==> config.mk <==
export PLATFORM = sky130hd
export DESIGN_NAME = busmaster_dma_regs
export DESIGN_NICKNAME = d
export VERILOG_FILES = /design/src/rtl/dmaregs_pkg.sv /design/src/rtl/dma_chan_regs.sv /design/src/rtl/dma_vendor_regs.sv /design/src/rtl/busmaster_dma_regs.sv
export SDC_FILE = /design/constraint.sdc
export NUM_CORES = 1
export LEC_CHECK = 0
export BUFFER_PORTS_ARGS = -buffer_cell sky130_fd_sc_hd__clkbuf_2
export CAP_MARGIN = 0
export CORE_MARGIN = 10
export CORE_UTILIZATION = 40
export CTS_CLUSTER_DIAMETER = 80
export CTS_CLUSTER_SIZE = 30
export DETAILED_ROUTE_END_ITERATION = 10
export PLACE_DENSITY = 0.73
export SLEW_MARGIN = 15
export SYNTH_ARGS = -nofsm -noshare
export SYNTH_HDL_FRONTEND = slang
export SYNTH_SLANG_ARGS = --single-unit
==> constraint.sdc <==
create_clock -name clk -period 1.75 [get_ports clk]
set_input_delay 0.175 -clock clk [delete_from_list [all_inputs] [get_ports clk]]
set_output_delay 0.175 -clock clk [all_outputs]
set_load 0.02 [all_outputs]
==> src/rtl/dmaregs_pkg.sv <==
package dmaregs_pkg;

    localparam int PTR_W    = 32;
    localparam int NUM_CH   = 2;
    localparam int WIN_BITS = 3;
    localparam logic [7:0] CMD_KEEP = 8'h09;

    typedef enum logic {
        CH_IDLE = 1'b0,
        CH_RUN  = 1'b1
    } ch_state_e;

    typedef enum logic [1:0] {
        SZ_BYTE = 2'b00,
        SZ_HALF = 2'b01,
        SZ_WORD = 2'b10
    } acc_size_e;

    function automatic logic [PTR_W-1:0] lane_mask(input logic [1:0] sz, input logic [1:0] off);
        logic [PTR_W-1:0] m;
        unique case (sz)
            SZ_BYTE: m = 32'h0000_00FF << {off, 3'b000};
            SZ_HALF: m = 32'h0000_FFFF << {off, 3'b000};
            default: m = '1;
        endcase
        return m;
    endfunction

    function automatic logic [PTR_W-1:0] ptr_merge(input logic [PTR_W-1:0] old,
                                                   input logic [PTR_W-1:0] wd,
                                                   input logic [1:0] sz,
                                                   input logic [1:0] off);
        logic [PTR_W-1:0] m;
        logic [PTR_W-1:0] sh;
        m  = lane_mask(sz, off);
        sh = (sz == SZ_BYTE || sz == SZ_HALF) ? (wd << {off, 3'b000}) : wd;
        return ((old & ~m) | (sh & m)) & ~32'h3;
    endfunction

    function automatic logic [PTR_W-1:0] ptr_extract(input logic [PTR_W-1:0] p,
                                                     input logic [1:0] sz,
                                                     input logic [1:0] off);
        logic [PTR_W-1:0] v;
        unique case (sz)
            SZ_BYTE: v = (p >> {off, 3'b000}) & 32'h0000_00FF;
            SZ_HALF: v = (p >> {off, 3'b000}) & 32'h0000_FFFF;
            default: v = p;
        endcase
        return v;
    endfunction

endpackage

==> src/rtl/dma_chan_regs.sv <==
module dma_chan_regs
    import dmaregs_pkg::*;
(
    input  logic             clk,
    input  logic             rst_n,
    input  logic             cmd_we,
    input  logic             stat_we,
    input  logic             ptr_we,
    input  logic             done,
    input  logic [7:0]       wbyte,
    input  logic [PTR_W-1:0] wword,
    input  logic [1:0]       wsize,
    input  logic [1:0]       woff,
    output logic [7:0]       cmd_q,
    output logic [7:0]       stat_byte,
    output logic [PTR_W-1:0] ptr_q,
    output logic [PTR_W-1:0] cur_q,
    output logic             start_o,
    output logic             cancel_o,
    output logic             active_o
);

    ch_state_e  state_q, state_d;
    logic       go, stop;
    logic       stat_int, stat_err;
    logic [1:0] stat_rw;

    // state register
    always_ff @(posedge clk) begin
        if (!rst_n) state_q <= CH_IDLE;
        else        state_q <= state_d;
    end

    // transitions GO, STOP, FINISH
    always_comb begin
        state_d = state_q;
        go      = 1'b0;
        stop    = 1'b0;
        unique case (state_q)
            CH_IDLE: begin
                if (cmd_we && wbyte[0]) begin
                    state_d = CH_RUN;
                    go      = 1'b1;
                end else if (cmd_we) begin
                    stop = 1'b1;
                end
            end
            CH_RUN: begin
                if (cmd_we && !wbyte[0]) begin
                    state_d = CH_IDLE;
                    stop    = 1'b1;
                end else if (done) begin
                    state_d = CH_IDLE;
                end
            end
            default: state_d = CH_IDLE;
        endcase
    end

    // registered pulse outputs; cancel held high through reset
    always_ff @(posedge clk) begin
        if (!rst_n) begin
            start_o  <= 1'b0;
            cancel_o <= 1'b1;
        end else begin
            start_o  <= go;
            cancel_o <= stop;
        end
    end

    always_ff @(posedge clk) begin
        if (!rst_n) begin
            cmd_q    <= '0;
            stat_int <= 1'b0;
            stat_err <= 1'b0;
            stat_rw  <= '0;
            ptr_q    <= '0;
            cur_q    <= '0;
        end else begin
            if (cmd_we) cmd_q <= wbyte & CMD_KEEP;
            if (stat_we) begin
                stat_rw <= wbyte[6:5];
                if (wbyte[1]) stat_err <= 1'b0;
                if (wbyte[2]) stat_int <= 1'b0;
            end
            if (done) stat_int <= 1'b1;
            if (ptr_we) begin
                ptr_q <= ptr_merge(ptr_q, wword, wsize, woff);
                cur_q <= ptr_merge(ptr_q, wword, wsize, woff);
            end
        end
    end

    assign active_o  = (state_q == CH_RUN);
    assign stat_byte = {1'b0, stat_rw, 2'b00, stat_int, stat_err, active_o};


    start_once_chk: assert property (@(posedge clk) disable iff (!rst_n)
        start_o |=> !start_o);

    start_active_chk: assert property (@(posedge clk) disable iff (!rst_n)
        start_o |-> active_o);

    no_start_cancel_chk: assert property (@(posedge clk) disable iff (!rst_n)
        !(start_o && cancel_o));

    int_source_chk: assert property (@(posedge clk) disable iff (!rst_n)
        $rose(stat_int) |-> $past(done));

    cur_follow_chk: assert property (@(posedge clk) disable iff (!rst_n)
        ($past(rst_n) && $past(ptr_we)) |-> (cur_q == ptr_q));

endmodule

==> src/rtl/dma_vendor_regs.sv <==
module dma_vendor_regs
    import dmaregs_pkg::*;
#(
    parameter bit VENDOR_EXT = 1'b1
) (
    input  logic              clk,
    input  logic              rst_n,
    input  logic              mode_we,
    input  logic [NUM_CH-1:0] tim_we,
    input  logic [7:0]        wbyte,
    input  logic [NUM_CH-1:0] chan_irq,
    output logic [7:0]        mode_byte,
    output logic [NUM_CH-1:0][7:0] tim_q,
    output logic              irq_out
);

    logic [NUM_CH-1:0] pend_q;
    logic [NUM_CH-1:0] blk_q;

    always_ff @(posedge clk) begin
        if (!rst_n) pend_q <= '0;
        else        pend_q <= chan_irq;
    end

    generate
        if (VENDOR_EXT) begin : g_ext
            always_ff @(posedge clk) begin
                if (!rst_n)       blk_q <= '0;
                else if (mode_we) blk_q <= wbyte[5:4];
            end
            for (genvar g = 0; g < NUM_CH; g++) begin : g_tim
                always_ff @(posedge clk) begin
                    if (!rst_n)         tim_q[g] <= '0;
                    else if (tim_we[g]) tim_q[g] <= wbyte;
                end
            end
        end else begin : g_noext
            assign blk_q = '0;
            assign tim_q = '0;
        end
    endgenerate

    assign mode_byte = {2'b00, blk_q, pend_q, 2'b00};
    assign irq_out   = |(pend_q & ~blk_q);


    all_blocked_chk: assert property (@(posedge clk) disable iff (!rst_n)
        (blk_q == 2'b11) |-> !irq_out);

    pend_follow_chk: assert property (@(posedge clk) disable iff (!rst_n)
        $past(rst_n) |-> (pend_q == $past(chan_irq)));

endmodule

==> src/rtl/busmaster_dma_regs.sv <==
module busmaster_dma_regs
    import dmaregs_pkg::*;
#(
    parameter bit VENDOR_EXT = 1'b1
) (
    input  logic        clk,
    input  logic        rst_n,
    input  logic        io_wr,
    input  logic [3:0]  io_addr,
    input  logic [1:0]  io_size,
    input  logic [31:0] io_wdata,
    output logic [31:0] io_rdata,
    input  logic [1:0]  chan_irq,
    input  logic [1:0]  xfer_done,
    output logic [1:0]  dma_start,
    output logic [1:0]  dma_cancel,
    output logic [1:0]  dma_active,
    output logic [31:0] cur_addr0,
    output logic [31:0] cur_addr1,
    output logic        irq_out
);

    logic                    sel;
    logic [WIN_BITS-1:0]     off;
    logic [NUM_CH-1:0][7:0]  cmd_b, stat_b, tim_b;
    logic [NUM_CH-1:0][PTR_W-1:0] ptr_v, cur_v;
    logic [NUM_CH-1:0]       tim_we;
    logic [7:0]              mode_b;
    logic                    mode_we;

    assign sel = io_addr[3];
    assign off = io_addr[WIN_BITS-1:0];

    generate
        for (genvar g = 0; g < NUM_CH; g++) begin : g_ch
            logic hit;
            assign hit       = io_wr && (sel == g[0]);
            assign tim_we[g] = hit && (off == 3'd3) && VENDOR_EXT;
            dma_chan_regs u_ch (
                .clk      (clk),
                .rst_n    (rst_n),
                .cmd_we   (hit && (off == 3'd0)),
                .stat_we  (hit && (off == 3'd2)),
                .ptr_we   (hit && off[2]),
                .done     (xfer_done[g]),
                .wbyte    (io_wdata[7:0]),
                .wword    (io_wdata),
                .wsize    (io_size),
                .woff     (off[1:0]),
                .cmd_q    (cmd_b[g]),
                .stat_byte(stat_b[g]),
                .ptr_q    (ptr_v[g]),
                .cur_q    (cur_v[g]),
                .start_o  (dma_start[g]),
                .cancel_o (dma_cancel[g]),
                .active_o (dma_active[g])
            );
        end
    endgenerate

    assign mode_we = io_wr && (off == 3'd1) && VENDOR_EXT;

    dma_vendor_regs #(.VENDOR_EXT(VENDOR_EXT)) u_vnd (
        .clk      (clk),
        .rst_n    (rst_n),
        .mode_we  (mode_we),
        .tim_we   (tim_we),
        .wbyte    (io_wdata[7:0]),
        .chan_irq (chan_irq),
        .mode_byte(mode_b),
        .tim_q    (tim_b),
        .irq_out  (irq_out)
    );

    always_comb begin
        io_rdata = '0;
        unique case (off)
            3'd0: io_rdata = {24'h0, cmd_b[sel]};
            3'd1: io_rdata = {24'h0, (VENDOR_EXT ? mode_b : 8'hFF)};
            3'd2: io_rdata = {24'h0, stat_b[sel]};
            3'd3: io_rdata = {24'h0, (VENDOR_EXT ? tim_b[sel] : 8'hFF)};
            default: io_rdata = ptr_extract(ptr_v[sel], io_size, off[1:0]);
        endcase
    end

    assign cur_addr0 = cur_v[0];
    assign cur_addr1 = cur_v[1];


    reset_cancel_chk: assert property (@(posedge clk)
        (!rst_n && $past(!rst_n)) |-> (dma_cancel == 2'b11));

    ptr_align_chk: assert property (@(posedge clk) disable iff (!rst_n)
        (off[2] && io_size == 2'b10) |-> (io_rdata[1:0] == 2'b00));

endmodule

==> results.sh, run 1 <==
export IMPL_clockPowerShare_pct=38.2
export IMPL_fp_dieArea_um2=18400
export IMPL_switching_share_pct=28.3
export IMPL_num_rows=42
export IMPL_tightestPinTransition_ns=0.604
export IMPL_whs_ns=0.0295
export IMPL_finalHoldViolCount=0
export IMPL_area_growth_pct=37.3
export IMPL_nets=847
export IMPL_skew_ns=0.000382
export IMPL_ioPinCount=148
export IMPL_grt_start_max_net_pins=37
export IMPL_clk_insertion_delay_late_ns=0.35
export IMPL_final_min_clock_period_ns=1.99
export IMPL_grt_first_pass_wirelength_um=30400
export IMPL_clock_sinks=96
export IMPL_dp_hpwl_um=15500
export IMPL_synthDominantCellAreaShare_pct=36.0
export IMPL_htree_levels=3
export IMPL_setup_viol=5
export IMPL_postSynthCellCount=618
export IMPL_power_share_combinational_pct=20.1
export IMPL_antenna_cells_inserted=0
export IMPL_first_global_vias=5314
export IMPL_crit_path_end_kind="output port"
export IMPL_slew_viol_final=0
export IMPL_clockRootBuffer="sky130_fd_sc_hd__clkbuf_16"
export IMPL_drtPass1Iterations=5
export IMPL_synth_area_top_cells="sky130_fd_sc_hd__dfxtp_1 36%, sky130_fd_sc_hd__mux2i_1 12%, sky130_fd_sc_hd__a21oi_1 6.4%"
export IMPL_yosys_warnings=0
export IMPL_unrepaired_setup_endpoints_after_global_routing="true"
export IMPL_synthDominantAreaCellType="sky130_fd_sc_hd__dfxtp_1"
export IMPL_floorplan_die_width_um=136
export IMPL_clock_tree_from_tritoncts="done"
export IMPL_post_drt_via_cell_ratio=5.68
export IMPL_run_status="finished with violations"
export IMPL_power_share_sequential_pct=41.6
export IMPL_critPathArrivalTime_ns=1.82
export IMPL_worst_ir_drop_vdd_mv=0.450
export IMPL_drv_max_cap_violation_count=0
export IMPL_ys_seq_elements=96
export IMPL_failing_checks="negative setup slack"
export IMPL_antenna_found_initial=0
export IMPL_floorplan_die_height_um=136
export IMPL_route_vias_total=5582
export IMPL_post_route_period_util_pct=114
export IMPL_top_flip_flop_cell_by_instance_count_after_synthesis="sky130_fd_sc_hd__dfxtp_1"
export IMPL_cts_max_path_buffers=2
export IMPL_p_leak_uw=0.00313
export IMPL_ant_nets=0
export IMPL_critical_path_startpoint_type="flip-flop"
export IMPL_power_net_switching_uw=1580
export IMPL_ys_seq_area_share_pct=36.0
export IMPL_hp_class="primary input to flip-flop"
export IMPL_globalplace_congestion=0.950
export IMPL_fmaxAchievable_mhz=502
export IMPL_synth_async_reset_ratio_pct=0
export IMPL_syn_cell_area_um2=5340
export IMPL_timing_setup_critical_path_class="flip-flop to output port"
export IMPL_final_core_utilization_pct=55.6
export IMPL_synth_lib_cells_used_distinct=55
export IMPL_core_area_um2=13200
export IMPL_timing_slew_headroom_pct=59.7
export IMPL_grt_util_all_layers_pct=21.0
export IMPL_drive_gt1_share_pct=40.4
export IMPL_p_int_uw=4010
export IMPL_cts_hold_buf=0
export IMPL_setup_ws_final_ns=-0.243
export IMPL_pd_cells_nw_per_um2=762
export IMPL_drt_drc_violations_left=0
export IMPL_dpl_instance_area_um2=6650
export IMPL_synthesis_area_per_instance_um2=8.65
export IMPL_path_max_fanout=2
export IMPL_wl_per_cell_um=20.3
export IMPL_cts_inserted_buffers=9
export IMPL_critPathRequiredTime_ns=1.57
export IMPL_drt_iter0_markers=670
export IMPL_finish_instance_area_um2=7340
export IMPL_globalRoute_totalOverflow=0
export IMPL_io_buffer_count=143
export IMPL_cts_clk_slew_worst_paths_ns=0.06
export IMPL_initial_core_util_pct=40.5
export IMPL_synth_edf_count=0
export IMPL_finalWirelength_um=20000
cell usage in the layout, fill, tap and decap left out, types with 9 or more instances in the layout:
cell type and count:
sky130_fd_sc_hd__nand3_1 12, sky130_fd_sc_hd__mux2i_1 52, sky130_fd_sc_hd__a21oi_1 65, sky130_fd_sc_hd__buf_12 9, sky130_fd_sc_hd__a22o_1 9, sky130_fd_sc_hd__nor2_1 36, sky130_fd_sc_hd__clkbuf_16 9, sky130_fd_sc_hd__o21ai_0 61
sky130_fd_sc_hd__nand2b_1 9, sky130_fd_sc_hd__clkbuf_2 126, sky130_fd_sc_hd__nand2_1 30, sky130_fd_sc_hd__dfxtp_1 78, sky130_fd_sc_hd__a21boi_0 11, sky130_fd_sc_hd__nor2b_1 35, sky130_fd_sc_hd__dfxtp_2 16, sky130_fd_sc_hd__buf_4 84
stage by stage:
step           total power (µW)  std cells  setup TNS [ns]  setup slack (ns)
2_1_floorplan              2960        621               0             0.227
3_3_place_gp               3400        956        -0.00279          -0.00279
3_5_place_dp               3410        956         -0.0530           -0.0367
4_1_cts                    5560        978          -0.541            -0.263
5_1_grt                    5790        983          -0.729            -0.274
6_report                   5600        983          -0.452            -0.243
synth_stat cells, types with 11 or more instances:
cell and count:
sky130_fd_sc_hd__a21boi_0 11, sky130_fd_sc_hd__a21oi_1 68, sky130_fd_sc_hd__buf_2 18, sky130_fd_sc_hd__buf_4 21
sky130_fd_sc_hd__clkbuf_1 20, sky130_fd_sc_hd__dfxtp_1 96, sky130_fd_sc_hd__mux2i_1 62, sky130_fd_sc_hd__nand2_1 30
sky130_fd_sc_hd__nand3_1 13, sky130_fd_sc_hd__nor2_1 37, sky130_fd_sc_hd__nor2b_1 35, sky130_fd_sc_hd__o21ai_0 62
sky130_fd_sc_hd__o22ai_1 11
area by class of cell:
class,count,area (µm²)
Multi-Input combinational cell,458,3250
Tap cell,176,220
Clock buffer,11,243
Sequential cell,96,1950
Clock inverter,5,80.1
Inverter,6,22.5
Fill cell,1169,5850
Timing Repair Buffer,231,1570
power groups by stage:
stage	registers (µW)	logic, µW	clock network [µW]
finish	2330	1130	2140
global placement	2370	1030	0
floorplan	2420	540	0
CTS	2330	1080	2160
global route	2330	1200	2250
detailed placement	2370	1040	0
critical path: stages (launching register included):
cell,delay (ns)
sky130_fd_sc_hd__dfxtp_2,0.32
sky130_fd_sc_hd__mux4_2,0.48
sky130_fd_sc_hd__and3_1,0.19
sky130_fd_sc_hd__or3_1,0.33
sky130_fd_sc_hd__buf_6,0.15
path summary, 6_finish.rpt:
path | from | endpoint | slack (ns) | cells after the start
worst max-delay path | g_ch[1].u_ch.active_o$_SDFF_PN0_ | io_rdata[0] | -0.24 | 4
worst min register to register | g_ch[0].u_ch.cmd_q[3]$_SDFFE_PN0N_ | g_ch[0].u_ch.cmd_q[3]$_SDFFE_PN0N_ | 0.46 | 2
worst max register to register | flip-flop | flip-flop | 0.76 | 4
worst min-delay path | chan_irq[0] | u_vnd.pend_q[0]$_SDFF_PN0_ | 0.03 | 2
logic make-up (layout without fill, tap and decap cells):
group | after synthesis | after routing | synth area share, %
buf+inv | 67 | 253 | 6.60
flops | 96 | 96 | 36.0
mux | 72 | 72 | 14.1
compound gates | 224 | 224 | 26.8
other cells | 1 | 4 | 0.0702
simple gates | 158 | 158 | 16.4
layer usage:
metal  GRT usage [%]  vias to the layer above  share of wire (%)
met5               0                        -                  0
met4            8.61                        0                2.2
met3            5.86                       26                 11
met2            31.5                      291                 45
met1            27.7                     2661                 42
li1                -                     2604                  -
timing repair:
action,in CTS,in global routing
pin swaps,2,1
endpoints found under the hold margin,0,0
setup buffers,6,5
gates resized for setup,47,43
setup endpoints to repair,11,15
No activity file was read; power rests on OpenSTA's default activity.
==> run 2: changes to the inputs <==
==> constraint.sdc (replaced) <==
create_clock -name clk -period 1.75 [get_ports clk]
set_input_delay 0.35 -clock clk [delete_from_list [all_inputs] [get_ports clk]]
set_output_delay 0.35 -clock clk [all_outputs]
set_load 0.02 [all_outputs]
==> results.sh, run 2 (synthesized netlist as in run 1, its figures left out) <==
export IMPL_run_status="finished with violations"
export IMPL_failing_checks="negative setup slack"
export IMPL_clock_tree_from_tritoncts="done"
export IMPL_grt_start_max_net_pins=45
export IMPL_critPathRequiredTime_ns=1.40
export IMPL_area_growth_pct=55.4
export IMPL_cts_hold_buf=0
export IMPL_drt_iter0_markers=650
export IMPL_floorplan_die_width_um=136
export IMPL_critPathSlowestCell="sky130_fd_sc_hd__mux4_2"
export IMPL_finalHoldViolCount=0
export IMPL_cts_max_path_buffers=2
export IMPL_tightestPinTransition_ns=0.500
export IMPL_io_buffer_count=143
export IMPL_dp_hpwl_um=15500
export IMPL_hp_class="primary input to flip-flop"
export IMPL_unrepaired_setup_endpoints_after_global_routing="true"
export IMPL_path_max_fanout=2
export IMPL_layout_cells_most_common="sky130_fd_sc_hd__clkbuf_2"
export IMPL_clock_sinks=96
export IMPL_cts_clk_slew_worst_paths_ns=0.06
export IMPL_crit_chain="mux4_2 > and3_4 > or3_4 > buf_8"
export IMPL_slew_viol_final=0
export IMPL_drv_max_cap_violation_count=0
export IMPL_timing_setup_critical_path_class="flip-flop to output port"
export IMPL_timing_slew_headroom_pct=66.7
export IMPL_crit_path_end_kind="output port"
export IMPL_globalRoute_totalOverflow=0
export IMPL_fmaxAchievable_mhz=474
export IMPL_critical_path_startpoint_type="flip-flop"
export IMPL_worst_path_dominant_cell_family="simple AND/OR/NAND/NOR gates"
export IMPL_setup_ws_final_ns=-0.358
export IMPL_pd_cells_nw_per_um2=699
export IMPL_ioPinCount=148
export IMPL_drive_gt1_share_pct=47.7
export IMPL_drt_drc_violations_left=0
export IMPL_antenna_cells_inserted=0
export IMPL_layout_cells_most_common_list="110 x sky130_fd_sc_hd__clkbuf_2, 108 x sky130_fd_sc_hd__buf_4, 82 x sky130_fd_sc_hd__dfxtp_1, 62 x sky130_fd_sc_hd__o21ai_0, 57 x sky130_fd_sc_hd__a21oi_1"
export IMPL_cts_inserted_buffers=9
export IMPL_floorplan_die_height_um=136
export IMPL_drtPass1Iterations=5
export IMPL_fp_dieArea_um2=18400
export IMPL_wl_per_cell_um=20.9
export IMPL_post_drt_via_cell_ratio=5.65
export IMPL_worst_path_largest_cell_delay_ns=0.45
export IMPL_grt_util_all_layers_pct=22.5
export IMPL_initial_core_util_pct=40.5
export IMPL_clockRootBuffer="sky130_fd_sc_hd__clkbuf_16"
export IMPL_final_min_clock_period_ns=2.11
export IMPL_core_area_um2=13200
export IMPL_htree_levels=3
export IMPL_globalplace_congestion=0.929
export IMPL_path_buf_inv=1
export IMPL_final_fill_count=1033
export IMPL_first_global_vias=5633
export IMPL_worst_ir_drop_vdd_mv=0.476
export IMPL_final_core_utilization_pct=62.9
export IMPL_grt_first_pass_wirelength_um=32400
export IMPL_route_vias_total=5817
export IMPL_num_rows=42
export IMPL_finalWirelength_um=21500
export IMPL_critPathArrivalTime_ns=1.76
export IMPL_ant_nets=0
export IMPL_nets=893
export IMPL_p_leak_uw=0.00347
export IMPL_worst_setup_timing_slack_at_the_placement_stage_ns=-0.396
export IMPL_setup_viol=18
export IMPL_clk_insertion_delay_late_ns=0.35
export IMPL_skew_ns=0.00167
export IMPL_post_route_period_util_pct=120
export IMPL_antenna_found_initial=0
run 2: cell types whose count changed in the layout (fill, tap and decap cells not counted), moves of 8 or more:
cell                       delta
sky130_fd_sc_hd__a21oi_1      -8
sky130_fd_sc_hd__buf_4       +24
sky130_fd_sc_hd__buf_6       +13
sky130_fd_sc_hd__buf_8       +11
sky130_fd_sc_hd__clkbuf_2    -16
sky130_fd_sc_hd__mux2i_1     -10
sky130_fd_sc_hd__mux2i_4     +10
sky130_fd_sc_hd__nor2_1      -12
sky130_fd_sc_hd__nor2_2       +8
run 2: power breakdown:
group / switching [µW] / total, µW / internal [µW]
combinational: 738 / 1350 / 612
clock: 826 / 2120 / 1290
sequential: 76.7 / 2340 / 2260
run 2: timing repair:
| item | CTS | global route |
|---|---|---|
| pin swaps | 28 | 16 |
| hold endpoints to repair | 0 | 0 |
| setup buffers | 9 | 7 |
| setup endpoints to repair | 25 | 28 |
| gates resized for setup | 137 | 75 |
| gates cloned | 4 | 0 |
run 2: routing by layer:
metal  vias to the layer above  GRT usage (%)  part of all wire [%]  wire length (µm)
met2                       318           34.0                    45              9650
met4                         0           8.67                   3.2               680
met1                      2751           29.4                    42              8980
li1                       2713              -                     -                 -
met3                        35           6.57                    10              2170
met5                         -              0                     0                 0
run 2: layout make-up:
| type | instances | area [µm²] | share of cell area, % |
|---|---|---|---|
| timing repair buffer | 277 | 2230 | 26.8 |
| sequential | 96 | 1940 | 23.4 |
| multi-input combinational | 458 | 3570 | 43.1 |
| clock inverter | 3 | 65.1 | 0.784 |
| tap | 176 | 220 | 2.65 |
| inverter | 6 | 22.5 | 0.271 |
| clock buffer | 13 | 250 | 3.01 |
run 2: worst reg2reg max path: stages (launching register included):
cell and delay, ns:
sky130_fd_sc_hd__dfxtp_2 0.33, sky130_fd_sc_hd__buf_4 0.11, sky130_fd_sc_hd__mux2_2 0.32, sky130_fd_sc_hd__nor2_1 0.09
run 2: final timing paths:
check / startpoint / to / slack (ns) / depth (start not counted)
setup reg to reg: g_ch[1].u_ch.active_o$_SDFF_PN0_ / g_ch[1].u_ch.active_o$_SDFF_PN0_ / 0.82 / 3
hold / removal: chan_irq[0] / u_vnd.pend_q[0]$_SDFF_PN0_ / 0.21 / 2
hold reg to reg: g_ch[0].u_ch.cmd_q[0]$_SDFFE_PN0N_ / g_ch[0].u_ch.cmd_q[0]$_SDFFE_PN0N_ / 0.47 / 2
setup / recovery: g_ch[0].u_ch.active_o$_SDFF_PN0_ / io_rdata[0] / -0.36 / 4
run 2: per-stage QoR:
stage	hold WS [ns]	instances	total power [µW]	setup TNS [ns]	instance area, µm²
2_1_floorplan	0.441	621	2970	-0.644	5400
3_3_place_gp	0.452	998	3480	-10.06	7020
3_5_place_dp	0.464	998	3490	-10.61	7020
4_1_cts	0.208	1025	5740	-2.72	8080
5_1_grt	0.216	1029	5980	-3.32	8300
6_report	0.207	1029	5810	-2.80	8300
